==> src/rtl/eccmon_pkg.sv <==
package eccmon_pkg;
  // Register word indices
  localparam int RI_CTRL  = 0;
  localparam int RI_STAT  = 1;
  localparam int RI_CHEAD = 2;
  localparam int RI_UHEAD = 3;
  localparam int RI_CNT0  = 4;  // counters occupy RI_CNT0 .. RI_CNT0+2
  localparam int RI_THR0  = 7;  // thresholds occupy RI_THR0 .. RI_THR0+2
  // Event lanes
  localparam int EV_SEC   = 0;
  localparam int EV_DED   = 1;
  localparam int EV_AEE   = 2;
  localparam int N_EV     = 3;
endpackage

==> src/rtl/eccmon_trace_fifo.sv <==
module eccmon_trace_fifo #(
  parameter int DEPTH = 4,            // power of two, at least 2
  parameter int AW    = 16,
  parameter bit DEDUP = 1'b0,
  localparam int PW   = $clog2(DEPTH),
  localparam int LW   = PW + 1
) (
  input  logic          clk,
  input  logic          rst_n,
  input  logic          push_req,
  input  logic [AW-1:0] addr,
  input  logic          pop,
  output logic [AW-1:0] head,
  output logic          empty,
  output logic [LW-1:0] level,
  output logic          dup,
  output logic          push_ok,
  output logic          pop_ok,
  output logic          ovf_ev
);
  logic [AW-1:0] mem [DEPTH];
  logic [PW-1:0] rd_ptr, wr_ptr;
  logic          full;

  assign full  = (level == LW'(DEPTH));
  assign empty = (level == '0);
  assign head  = mem[rd_ptr];

  generate
    if (DEDUP) begin : g_dedup
      logic hit;
      always_comb begin
        hit = 1'b0;
        for (int k = 0; k < DEPTH; k++) begin
          if (LW'(k) < level && mem[rd_ptr + PW'(k)] == addr) hit = 1'b1;
        end
      end
      assign dup = push_req & hit;
    end else begin : g_plain
      assign dup = 1'b0;
    end
  endgenerate

  assign push_ok = push_req & ~dup & ~full;
  assign ovf_ev  = push_req & ~dup & full;
  assign pop_ok  = pop & ~empty;

  always_ff @(posedge clk or negedge rst_n) begin
    if (!rst_n) begin
      rd_ptr <= '0;
      wr_ptr <= '0;
      level  <= '0;
    end else begin
      if (push_ok) wr_ptr <= wr_ptr + 1'b1;
      if (pop_ok)  rd_ptr <= rd_ptr + 1'b1;
      level <= level + LW'(push_ok) - LW'(pop_ok);
    end
  end

  always_ff @(posedge clk) begin
    if (push_ok) mem[wr_ptr] <= addr;
  end
endmodule

==> src/rtl/eccmon_counter.sv <==
module eccmon_counter #(
  parameter int CW = 16
) (
  input  logic          clk,
  input  logic          rst_n,
  input  logic          inc,
  input  logic          clr,
  input  logic [CW-1:0] thr,
  output logic [CW-1:0] cnt,
  output logic          hit
);
  function automatic logic [CW-1:0] sat_inc(input logic [CW-1:0] v);
    return (v == '1) ? v : v + 1'b1;
  endfunction

  function automatic logic reached(input logic [CW-1:0] c, input logic [CW-1:0] t);
    return (t != '0) && (c >= t);
  endfunction

  always_ff @(posedge clk or negedge rst_n) begin
    if (!rst_n)   cnt <= '0;
    else if (clr) cnt <= '0;
    else if (inc) cnt <= sat_inc(cnt);
  end

  assign hit = reached(cnt, thr);
endmodule

==> src/rtl/eccmon_top.sv <==
module eccmon_top
  import eccmon_pkg::*;
#(
  parameter int AW    = 16,
  parameter int CNT_W = 16,
  parameter int DEPTH = 4
) (
  input  logic          clk,
  input  logic          rst_n,
  input  logic          ev_sec,
  input  logic          ev_ded,
  input  logic          ev_aee,
  input  logic [AW-1:0] ev_addr,
  input  logic          reg_sel,
  input  logic          reg_wr,
  input  logic [3:0]    reg_idx,
  input  logic [31:0]   reg_wdata,
  output logic [31:0]   reg_rdata,
  output logic          irq_corr,
  output logic          irq_uncorr,
  output logic [2:0]    thr_exc
);
  localparam int LW = $clog2(DEPTH) + 1;

  // Control and status state
  logic diag_en, ie_corr, ie_unc;
  logic pend_c, pend_u, ovf_c, ovf_u;

  // Named internal events
  logic            wr_en, rd_en, stat_wr;
  logic            sec_acc, unc_acc;
  logic [N_EV-1:0] ev_acc, clr_vec, thr_wr;
  logic            corr_pop_req, unc_pop_req;
  logic            corr_push, corr_dup, corr_pop, corr_ovf, corr_empty;
  logic            unc_push, unc_dup, unc_pop, unc_ovf, unc_empty;
  logic [LW-1:0]   corr_level, unc_level;
  logic [AW-1:0]   corr_head, unc_head;
  logic [CNT_W-1:0] cnt_q [N_EV];
  logic [CNT_W-1:0] thr_q [N_EV];
  logic [CNT_W-1:0] cnt_sec;
  logic            unused_wdata;

  assign unused_wdata = ^reg_wdata;
  assign wr_en   = reg_sel & reg_wr;
  assign rd_en   = reg_sel & ~reg_wr;
  assign stat_wr = wr_en & (reg_idx == 4'(RI_STAT));

  assign ev_acc  = {ev_aee, ev_ded, ev_sec} & {N_EV{diag_en}};
  assign sec_acc = ev_acc[EV_SEC];
  assign unc_acc = ev_acc[EV_DED] | ev_acc[EV_AEE];

  assign corr_pop_req = rd_en & (reg_idx == 4'(RI_CHEAD));
  assign unc_pop_req  = rd_en & (reg_idx == 4'(RI_UHEAD));

  eccmon_trace_fifo #(.DEPTH(DEPTH), .AW(AW), .DEDUP(1'b1)) u_corr_fifo (
    .clk(clk), .rst_n(rst_n), .push_req(sec_acc), .addr(ev_addr),
    .pop(corr_pop_req), .head(corr_head), .empty(corr_empty),
    .level(corr_level), .dup(corr_dup), .push_ok(corr_push),
    .pop_ok(corr_pop), .ovf_ev(corr_ovf)
  );

  eccmon_trace_fifo #(.DEPTH(DEPTH), .AW(AW), .DEDUP(1'b0)) u_unc_fifo (
    .clk(clk), .rst_n(rst_n), .push_req(unc_acc), .addr(ev_addr),
    .pop(unc_pop_req), .head(unc_head), .empty(unc_empty),
    .level(unc_level), .dup(unc_dup), .push_ok(unc_push),
    .pop_ok(unc_pop), .ovf_ev(unc_ovf)
  );

  // Counters and thresholds, one lane per event kind
  generate
    for (genvar i = 0; i < N_EV; i++) begin : g_lane
      assign clr_vec[i] = wr_en & (reg_idx == 4'(RI_CNT0 + i));
      assign thr_wr[i]  = wr_en & (reg_idx == 4'(RI_THR0 + i));

      always_ff @(posedge clk or negedge rst_n) begin
        if (!rst_n)         thr_q[i] <= '0;
        else if (thr_wr[i]) thr_q[i] <= reg_wdata[CNT_W-1:0];
      end

      eccmon_counter #(.CW(CNT_W)) u_cnt (
        .clk(clk), .rst_n(rst_n), .inc(ev_acc[i]), .clr(clr_vec[i]),
        .thr(thr_q[i]), .cnt(cnt_q[i]), .hit(thr_exc[i])
      );
    end
  endgenerate

  assign cnt_sec = cnt_q[EV_SEC];

  // Control register
  always_ff @(posedge clk or negedge rst_n) begin
    if (!rst_n) begin
      {ie_unc, ie_corr, diag_en} <= 3'b000;
    end else if (wr_en && reg_idx == 4'(RI_CTRL)) begin
      {ie_unc, ie_corr, diag_en} <= reg_wdata[2:0];
    end
  end

  // Sticky status: a set in the same cycle wins over write-1-to-clear
  always_ff @(posedge clk or negedge rst_n) begin
    if (!rst_n) begin
      {ovf_u, ovf_c, pend_u, pend_c} <= 4'b0000;
    end else begin
      pend_c <= sec_acc  | (pend_c & ~(stat_wr & reg_wdata[0]));
      pend_u <= unc_acc  | (pend_u & ~(stat_wr & reg_wdata[1]));
      ovf_c  <= corr_ovf | (ovf_c  & ~(stat_wr & reg_wdata[2]));
      ovf_u  <= unc_ovf  | (ovf_u  & ~(stat_wr & reg_wdata[3]));
    end
  end

  assign irq_corr   = pend_c & ie_corr;
  assign irq_uncorr = pend_u & ie_unc;

  // Read mux
  always_comb begin
    reg_rdata = '0;
    case (reg_idx)
      4'(RI_CTRL):    reg_rdata = {29'd0, ie_unc, ie_corr, diag_en};
      4'(RI_STAT):    reg_rdata = {26'd0, unc_empty, corr_empty, ovf_u, ovf_c, pend_u, pend_c};
      4'(RI_CHEAD):   reg_rdata = corr_empty ? '0 : 32'(corr_head);
      4'(RI_UHEAD):   reg_rdata = unc_empty  ? '0 : 32'(unc_head);
      4'(RI_CNT0):    reg_rdata = 32'(cnt_q[0]);
      4'(RI_CNT0+1):  reg_rdata = 32'(cnt_q[1]);
      4'(RI_CNT0+2):  reg_rdata = 32'(cnt_q[2]);
      4'(RI_THR0):    reg_rdata = 32'(thr_q[0]);
      4'(RI_THR0+1):  reg_rdata = 32'(thr_q[1]);
      4'(RI_THR0+2):  reg_rdata = 32'(thr_q[2]);
      default:        reg_rdata = '0;
    endcase
  end
endmodule

==> config.mk <==
export PLATFORM = sky130hd
export DESIGN_NAME = eccmon_top
export DESIGN_NICKNAME = d
export VERILOG_FILES = /design/src/rtl/eccmon_pkg.sv /design/src/rtl/eccmon_trace_fifo.sv /design/src/rtl/eccmon_counter.sv /design/src/rtl/eccmon_top.sv
export SDC_FILE = /design/constraint.sdc
export NUM_CORES = 1
export LEC_CHECK = 0
export ABC_CLOCK_PERIOD_IN_PS = 3600
export BUFFER_PORTS_ARGS = -buffer_cell sky130_fd_sc_hd__buf_2
export CORE_MARGIN = 2
export CORE_UTILIZATION = 60
export CTS_BUF_LIST = sky130_fd_sc_hd__clkbuf_2 sky130_fd_sc_hd__clkbuf_4 sky130_fd_sc_hd__clkbuf_8
export CTS_CLUSTER_DIAMETER = 100
export CTS_CLUSTER_SIZE = 24
export DETAILED_ROUTE_END_ITERATION = 8
export GPL_TIMING_DRIVEN = 0
export PLACE_DENSITY = 0.79
export REMOVE_ABC_BUFFERS = 1
export SETUP_SLACK_MARGIN = 0.05
export SLEW_MARGIN = 20
export SYNTH_ARGS = -nofsm -noshare
export SYNTH_HDL_FRONTEND = slang
export SYNTH_SLANG_ARGS = --single-unit
==> constraint.sdc <==
create_clock -name clk -period 3.6 [get_ports clk]
set_clock_uncertainty 0.05 [all_clocks]
set_input_delay 0.54 -clock clk [delete_from_list [all_inputs] [get_ports clk]]
set_output_delay 0.54 -clock clk [all_outputs]
set_load 0.05 [all_outputs]
-- After elaboration in Yosys (flattened, before gate mapping)
Memory sizes are Yosys's and may differ from the RTL's.
Index checks and enable logic that the tools add are counted.
- input bits: 59
- bits in latches: 0
- logic and storage cells: 147
- memories kept: 2
- memory bits (read-only): 0
- flip-flop bits (word level): 117
- output and inout bits: 37
- memory bits (writable): 128
- shifts and indexed selects: 0
- $mul: 0
- eq/ne operators: 21
- $add $sub $neg: 13
- mux-type cells: 20
- order comparisons: 7
- bitwise operators: 45
- divide/modulo/power cells: 0
- reduce and logical (&&, ||, !) cells: 20
- memories (memory ; words ; bits a word ; read ports ; clocked after Yosys merged registers in ; wr ports ; RTL line ; RTL):
    u_corr_fifo.mem ; 4 ; 16 ; 4 ; 0 ; 1 ; eccmon_trace_fifo.sv:21 ; logic [AW-1:0] mem [DEPTH];
    u_unc_fifo.mem ; 4 ; 16 ; 1 ; 0 ; 1 ; eccmon_trace_fifo.sv:21 ;
- operators with widths (kind ; count):
    $mux W16 ; 11
    $pmux W16 S10 ; 1
    $eq A16 B16 Y1 ; 4
    $add A16 B1 Y16 const B ; 3
    $eq A16 B16 Y1 const B ; 3
    $ge A16 B16 Y1 ; 3
    $reduce_bool A16 Y1 ; 3
    $and A1 B1 Y1 ; 29
    $eq A4 B3 Y1 const B ; 4
    $not A1 Y1 ; 10
    $add A2 B1 Y2 const B ; 4
    $eq A4 B2 Y1 const B ; 2
    $eq A4 B4 Y1 const B ; 2
    $logic_and A1 B1 Y1 ; 8
    $mux W1 ; 8
    $add A3 B1 Y3 ; 2
    $eq A3 B3 Y1 const B ; 2
    $logic_not A3 Y1 ; 2
    $lt A1 B3 Y1 const A ; 2
    $lt A2 B3 Y1 const A ; 2
    $ne A2 B1 Y1 const B ; 3
    $reduce_and A2 Y1 ; 3
    $reduce_bool A2 Y1 ; 3
    $sub A3 B1 Y3 ; 2
    other kinds (5) ; 10

-- Longest topological paths before layout
Gate-level depths: netlist of run 1.
An unclocked memory read counts as a cell.
- depth after elaboration: 13
- gate-level depth with buffers: 15
- gate-level depth less buffers: 11

-- Cells and area by module
From an unflattened synthesis of run 1, not the netlist that was laid out.
- cell total of the unflattened synthesis: 1259
- area total of the unflattened synthesis: 15249.6 um2
- modules (own cells, without submodules) (module ; instances ; seq. area each (um2) ; area each (um2) ; cells an instance):
    eccmon_trace_fifo (u_corr_fifo) ; 1 ; 2097.0 ; 4964.8 ; 389
    eccmon_top ; 1 ; 1376.3 ; 3510.9 ; 298
    eccmon_trace_fifo (u_unc_fifo) ; 1 ; 2097.0 ; 2850.2 ; 130
    eccmon_counter (g_lane[0].u_cnt ...) ; 2 ; 400.4 ; 1315.0 ; 149
    eccmon_counter (g_lane[2].u_cnt) ; 1 ; 400.4 ; 1293.7 ; 144

-- Least setup slack after synthesis of run 1
OpenSTA, ideal clock, no wires.
- path kind: reg-to-output
- start point: reg u_unc_fifo.rd_ptr[0]
- end point: out reg_rdata[10]
- required time: 3.010 ns
- cell stages (with the launch flop): 6
- arrival time: 2.491 ns
- buffers on the path: 2
- path slack: 0.519 ns
- cell sequence: dfrtp_1 > clkbuf_1 > buf_1 > mux4_2 > a22oi_1 > nand4_1
- longest elaborated chain between the ends: 3
- ends and longest elaborated chain (what ; RTL line ; RTL):
    start: declaration ; eccmon_trace_fifo.sv:22 ; logic [PW-1:0] rd_ptr, wr_ptr;
    start signal: assignment ; eccmon_trace_fifo.sv:55 ; if (pop_ok) rd_ptr <= rd_ptr + 1'b1;
    $mem_v2 Z4 W16 ; n/a ;
    $mux W16 ; eccmon_top.sv:120 ; 4'(RI_UHEAD): reg_rdata = unc_empty ? '0 : 32'(unc_head);
    $pmux W16 S10 ; eccmon_top.sv:116 ; case (reg_idx)
    end: declaration ; eccmon_top.sv:18 ; output logic [31:0] reg_rdata,
Every way passes these cells.

-- Worst setup path in the final report of run 1
- start point: reg g_lane[1].u_cnt.cnt[0]
- end point: out thr_exc[1]
- longest elaborated chain between the ends: 2
- ends and longest elaborated chain (what ; RTL line ; RTL):
    start: declaration ; eccmon_counter.sv:9 ; output logic [CW-1:0] cnt,
    start signal: assignment ; eccmon_counter.sv:23 ; else if (inc) cnt <= sat_inc(cnt);
    $ge A16 B16 Y1 ; eccmon_counter.sv:17 ; return (t != '0) && (c >= t);
    $logic_and A1 B1 Y1 ; eccmon_counter.sv:17 ;
    end: declaration ; eccmon_top.sv:21 ; output logic [2:0] thr_exc
Every way passes these cells.

==> impl_results.md, run 1 <==
* Status: completed
* Post-DP HPWL at 25,300 um
* EDFF count, synth at 128
* Mapped Avg Cell Area at 11.6 um2
* Area grow syn2layout at 7.11%
* Ys Warns at 0
* Critical Path RT at 3010 ps
* Gate power share at 0.386
* Final-report hold violation count at 0
* Maxcap violations at 0
* Largest net degree at the start of global routing at 66
* RR Endpoint: u_corr_fifo.level[1]
* Initial antenna violation count at 0
* Reg area at 6780 um2
* Die Ht at 157 um
* Smallest setup slack after layout at 119 ps
* Cell mode on critical path: a21o_1
* Worst slew pin tran at 1020 ps
* XOR/XNOR share of the synthesized area at 0.0716
* Critical path peak fanout at 4
* 1st-pass router iterations at 5
* Hold slack final at 181 ps
* Internal at 0.00539 W
* Worst stage delay on the critical path at 430 ps
* Post-Synth Adder-Cell Area at 0.0607
* Setup CP Type: flop to output pin
* Vias per inst at 6.28
* Number of diodes at 0
* Residual DRC at 0
* Global-route wire length before repair at 53,600 um
* Met1 Use GR at 0.363
* Clock Path Buffers at 3
* Pre-CTS WS at -530 ps
* Final std cells w/o fill at 1,575
* Maximum vdd ir drop at 0.542 mV
* Full die area at 24,700 um2
* GPL Wtd Cong at 0.958
* Crit path from: g_lane[1].u_cnt.cnt[0]
* WL final at 34,700 um
* H-tree depth at 1
* I/O pin count at 96
* Post-Synthesis Cells at 1,212
* Mapped cell area at 14,100 um2
* Relative slew margins at 0.323
* Initial Util at 0.605
* R2R Setup Slk at 160 ps
* Post-synthesis register bit count at 245
* Hold depth at 3
* Area of the multi-input gates at 6690 um2
* Startpoint Class: flop
* Clock Latency Late Sink at 540 ps
* Pwr per Cell Area at 564 nW/um2
* Antenna Violating Nets Remaining at 0
* CTS buffer count at 14
* Library cells used by synthesis at 68
* Worst R2R Start: u_corr_fifo.rd_ptr[1]
* Register area share after synthesis at 0.481
* Slew Limit Fails at 0
* Top cells by area, synth: edfxtp_1, dfrtp_1, mux4_2
* CTS tree: yes
* Routed via count at 9,895
* Worst min path class: input port to flop
* Top FF cell, synth: edfxtp_1
* RSZ-0062 raised after global routing: false
* Ys async rst share at 0.478
* Initial DRC count at 981
* FILL cells at 1,791
* GRT busiest layer: met2
* Crit path cell chain: inv_1 > ha_1 > nand2b_1 > a21o_1 > a21o_1 > a21o_1 > a21o_1 > a21oi_1 > o21ai_0 > a31o_2 > buf_4
* Met2 usage at 0.476
* CP bufs+invs at 2
* CORE AREA at 23,300 um2
* Leak Pwr at 6.11 nW
* Die Span X at 157 um
* GRT overflow at 0
* Final setup viols at 0
* Post-synthesis mux area share at 0.124
* Clock power share at 0.156
* CP delay by family, top: compound AO/OA/AOI/OAI gates
* Worst Setup EP: thr_exc[1]
* Reg clk slew, reported paths at 140 ps
* Tmin final at 3480 ps
* FP Rows at 56
* GRT Total Usage at 0.285
* Layout cells sized above 1 at 0.158
* CP arrival at 2890 ps
* Compound-cell area share of the yosys netlist at 0.0962
* Switching share of total power at 0.365
* Crit-path slowest cell: dfrtp_1
* Placed insts at 1,529
* Routed length per placed instance at 22.0 um
* Port Buffers at 63
* Vias in the first global route at 9,746
* Grt met3 use at 0.0402
* Post-Synth Simple-Gate Area at 0.114
* Reg power frac at 0.457
* Largest area contributor in the synthesized netlist: edfxtp_1
* CP Capture Type: output pin
* Psw at 0.00310 W
* Achievable Freq at 0.287 GHz
* Yosys top cell area share at 0.273
* Largest family of logic cells by synthesized area: multiplexers
* Clock sinks at 245
* Number of nets in the layout at 1,375
* Cell depth of the worst setup path at 11
* CTS root buffer: clkbuf_8
* Reg2reg path depth at 13
* Period utilization at 0.967
[power groups by stage]
| stage | logic (W) | registers (W) | clock network (W) |
|---|---|---|---|
| 3_5_place_dp | 0.00288 | 0.00405 | 0 |
| 3_3_place_gp | 0.00270 | 0.00415 | 0 |
| 6_report | 0.00328 | 0.00388 | 0.00133 |
| 4_1_cts | 0.00318 | 0.00387 | 0.00135 |
| 5_1_grt | 0.00355 | 0.00394 | 0.00145 |
| 2_1_floorplan | 0.00215 | 0.00394 | 0 |
[tightest hold or removal path, cell delays in order]
cell     delay, ps
buf_2           70
nand2_1         60
nand2_1         60
[per-layer routing]
metal	share of wire	routed length [um]
met5	0	0
met4	0.057	1990
met3	0.073	2530
met2	0.49	16800
met1	0.38	13300
[synthesized netlist by cell type, types with 13 or more instances]
cell	count
mux4_2	41
a21oi_1	30
xnor2_1	64
ha_1	65
a21o_1	22
mux2i_1	52
edfxtp_1	128
o21ai_0	65
and3_1	16
dfrtp_1	117
buf_4	24
nand3_1	21
nor4_1	18
nand4_1	33
xor2_1	51
clkbuf_1	46
inv_1	67
nor3_1	13
nor2_1	62
a22oi_1	39
nand2_1	100
[state kept, by name, summed over array words and instances, names as in the netlist, 2 cells and up]
| signal | count |
|---|---|
| g_lane.u_cnt.cnt | 48 |
| u_corr_fifo.wr_ptr | 2 |
| u_unc_fifo.rd_ptr | 2 |
| u_unc_fifo.mem | 64 |
| thr_q | 48 |
| u_corr_fifo.mem | 64 |
| u_corr_fifo.level | 3 |
| u_corr_fifo.rd_ptr | 2 |
| u_unc_fifo.wr_ptr | 2 |
| u_unc_fifo.level | 3 |
[kinds of logic after synthesis]
logic type,Yosys count
and+or+nand+nor,320
DFF,245
other,1
buffers and inverters,152
adders and majority gates,67
xor gates and xnor gates,115
AOI/OAI and AO/OA,201
muxes,111
[worst min path at each step]
stage	from	slack, ps	to
global placement	ovf_c	430	ovf_c
CTS	ev_sec	160	pend_c
detailed placement	ovf_c	450	ovf_c
floorplan	rst_n	190	diag_en
global route	reg_wdata[13]	180	thr_q[13]
finish	ev_sec	180	pend_c
[metrics by stage]
step	instance area, um2	setup TNS, ps	power, W	utilization
2_1_floorplan	13600	-77340	0.00609	-
3_3_place_gp	14400	-161120	0.00684	0.617
3_5_place_dp	14500	-31970	0.00693	0.623
4_1_cts	15000	0	0.00840	0.643
5_1_grt	15100	0	0.00894	0.648
6_report	15100	0	0.00849	0.648
[layout make-up]
class / count / share of cell area
clock buffer: 21 / 0.0167
inverter: 67 / 0.0167
clock inverter: 2 / 0.00166
timing repair buffer: 90 / 0.0440
multi-input combinational: 831 / 0.444
sequential: 245 / 0.450
tap: 319 / 0.0265
[layout by cell type (no fill, tap or decap), types with 7 or more instances in the layout]
cell type  netlist  routed
dfrtp_1        117     111
clkbuf_8         0      15
xnor2_1         64      63
nand2_1        100     100
and2_1          12       8
nand2b_1         9       9
o21ai_0         65      64
clkbuf_4         1       7
a22oi_1         39      39
edfxtp_1       128     128
ha_1            65      65
mux4_2          41      41
nor2_1          62      60
a21oi_1         30      28
nand4_1         33      33
xor2_1          51      51
buf_2            3      60
mux2i_1         52      50
inv_1           67      67
nor4_1          18      18
mux2_2          10      10
or3_1            8       8
nor3_1          13      11
and4_1           9       9
nor2b_1          7       7
and3_1          16      16
conb_1           1      16
buf_4           24      16
nand3_1         21      21
a21o_1          22      22
[what timing repair did]
item | 4_1_cts | 5_1_grt
buffers inserted | 15 | 5
hold buffers | 1 | 0
setup endpoints to repair | 80 | 7
endpoints found under the hold margin | 52 | 0
gates resized for setup | 8 | 14
pin swaps | 4 | 0
cloned | 1 | 1
No activity file was read; power rests on OpenSTA's default activity.
==> run 2: changes to the inputs <==
CTS_BUF_LIST = sky130_fd_sc_hd__clkbuf_8 sky130_fd_sc_hd__clkbuf_16   (was sky130_fd_sc_hd__clkbuf_2 sky130_fd_sc_hd__clkbuf_4 sky130_fd_sc_hd__clkbuf_8)
==> run 2 against run 1 <==
Net effect:
- clock power increased by 26%
- largest power group unchanged
- first-iteration DRC count decreased by 5.1%
- critical path depth unchanged
- highest routed layer unchanged
==> impl_results.md, run 2 (synthesis results as in run 1) <==
* Status: completed
* Worst stage delay on the critical path at 420 ps
* Cell mode on critical path: a21o_1
* Die Span X at 157 um
* Critical path peak fanout at 4
* Crit path cell chain: inv_1 > ha_1 > nand2b_1 > a21o_1 > a21o_1 > a21o_1 > a21o_1 > a21oi_1 > o21ai_0 > a31o_2 > buf_2
* Pwr per Cell Area at 581 nW/um2
* Final-report hold violation count at 0
* Vias per inst at 6.36
* Hold slack final at 226 ps
* CP Capture Type: output pin
* Full die area at 24,700 um2
* Leak Pwr at 6.14 nW
* Largest net degree at the start of global routing at 66
* R2R Setup Slk at 170 ps
* Routed length per placed instance at 22.2 um
* Reg clk slew, reported paths at 100 ps
* GRT overflow at 0
* Startpoint Class: flop
* GRT Total Usage at 0.288
* Clock sinks at 245
* CTS buffer count at 14
* Post-DP HPWL at 25,300 um
* Cell depth of the worst setup path at 11
* Number of nets in the layout at 1,368
* Port Buffers at 63
* Crit path from: g_lane[1].u_cnt.cnt[0]
* Final setup viols at 0
* RSZ-0062 raised after global routing: true
* Initial Util at 0.605
* Crit-path slowest cell: dfrtp_1
* Relative slew margins at 0.305
* Hold_sp: ev_sec
* CORE AREA at 23,300 um2
* Initial antenna violation count at 0
* Largest regs: u_corr_fifo.mem x64, u_unc_fifo.mem x64
* CP arrival at 2870 ps
* Clock Path Buffers at 3
* Global-route wire length before repair at 54,300 um
* Clock Latency Late Sink at 500 ps
* GPL Wtd Cong at 0.958
* H-tree depth at 1
* Residual DRC at 0
* CP bufs+invs at 2
* WL final at 34,800 um
* CP delay by family, top: compound AO/OA/AOI/OAI gates
* Initial DRC count at 931
* Final std cells w/o fill at 1,568
* Antenna Violating Nets Remaining at 0
* I/O pin count at 96
* Routed via count at 9,967
* Die Ht at 157 um
* Slew Limit Fails at 0
* CTS root buffer: clkbuf_16
* Smallest setup slack after layout at 145 ps
* CTS tree: yes
* Pre-CTS WS at -530 ps
* Tot Pwr at 0.00877 W
* Most frequent cells in the layout: edfxtp_1, dfrtp_1, nand2_1
* Number of diodes at 0
* Achievable Freq at 0.289 GHz
* Worst R2R Start: u_corr_fifo.rd_ptr[1]
* Tmin final at 3460 ps
* Reg2reg path depth at 13
* Vias in the first global route at 9,751
* Fin Setup TNS at 0 ps
* Setup CP Type: flop to output pin
* Critical Path RT at 3010 ps
* Worst Setup EP: thr_exc[1]
* Worst slew pin tran at 1040 ps
* Period utilization at 0.960
* Commonest non-fill, non-tap cell in the layout: edfxtp_1
* Area grow syn2layout at 7.30%
* 1st-pass router iterations at 5
* Maxcap violations at 0
* Placed insts at 1,529
* Layout cells sized above 1 at 0.145
* Maximum vdd ir drop at 0.594 mV
* RR Endpoint: u_corr_fifo.level[1]
* FP Rows at 56
* Worst min path class: input port to flop
==> run 2: layer usage <==
| layer | global-route usage | share of wire | vias up |
|---|---|---|---|
| met3 | 0.0369 | 0.067 | 109 |
| met1 | 0.366 | 0.39 | 4940 |
| met4 | 0.145 | 0.052 | 0 |
| li1 | - | - | 4473 |
| met5 | 0 | 0 | - |
| met2 | 0.489 | 0.49 | 445 |
==> run 2: worst min path at each step <==
| stage | end | slack [ps] | depth (start not counted) |
|---|---|---|---|
| floorplan | diag_en | 190 | 0 |
| global placement | ovf_c | 430 | 1 |
| detailed placement | ovf_c | 450 | 1 |
| CTS | pend_c | 210 | 3 |
| global route | thr_q[13] | 240 | 3 |
| finish | pend_c | 230 | 3 |
==> run 2: where the power goes <==
group	leakage, nW	total, W	switching, W	internal, W
registers	2.60	0.00389	0.000504	0.00339
clock network	0.228	0.00168	0.000911	0.000769
logic	3.31	0.00320	0.00171	0.00149
==> run 2: what timing repair did <==
item | in CTS | in global routing
hold endpoints to repair | 52 | 0
pin swaps | 1 | 0
gates resized for setup | 8 | 5
setup buffers | 7 | 8
endpoints found under the setup margin | 77 | 45
hold buffers | 1 | 0
==> run 2: final cells by class <==
cell class	count	area, um2
multi-input cells	830	6650
clock inverters	8	47.5
inverters	67	251
clock buffers	15	375
well taps	319	399
fillers	1792	8170
repair buffers	84	586
flip-flops and latches	245	6780
==> run 2: tightest hold or removal path, delay by kind of cell <==
kind,cells,cell delay [ps]
buffers and inverters,1,70
AND/OR/NAND/NOR,2,120
==> run 2: through the flow <==
stage               utilization  instance area, um2
detailed placement        0.623               14500
global placement          0.617               14400
CTS                       0.645               15000
finish                    0.649               15100
global route              0.649               15100
floorplan                     -               13600
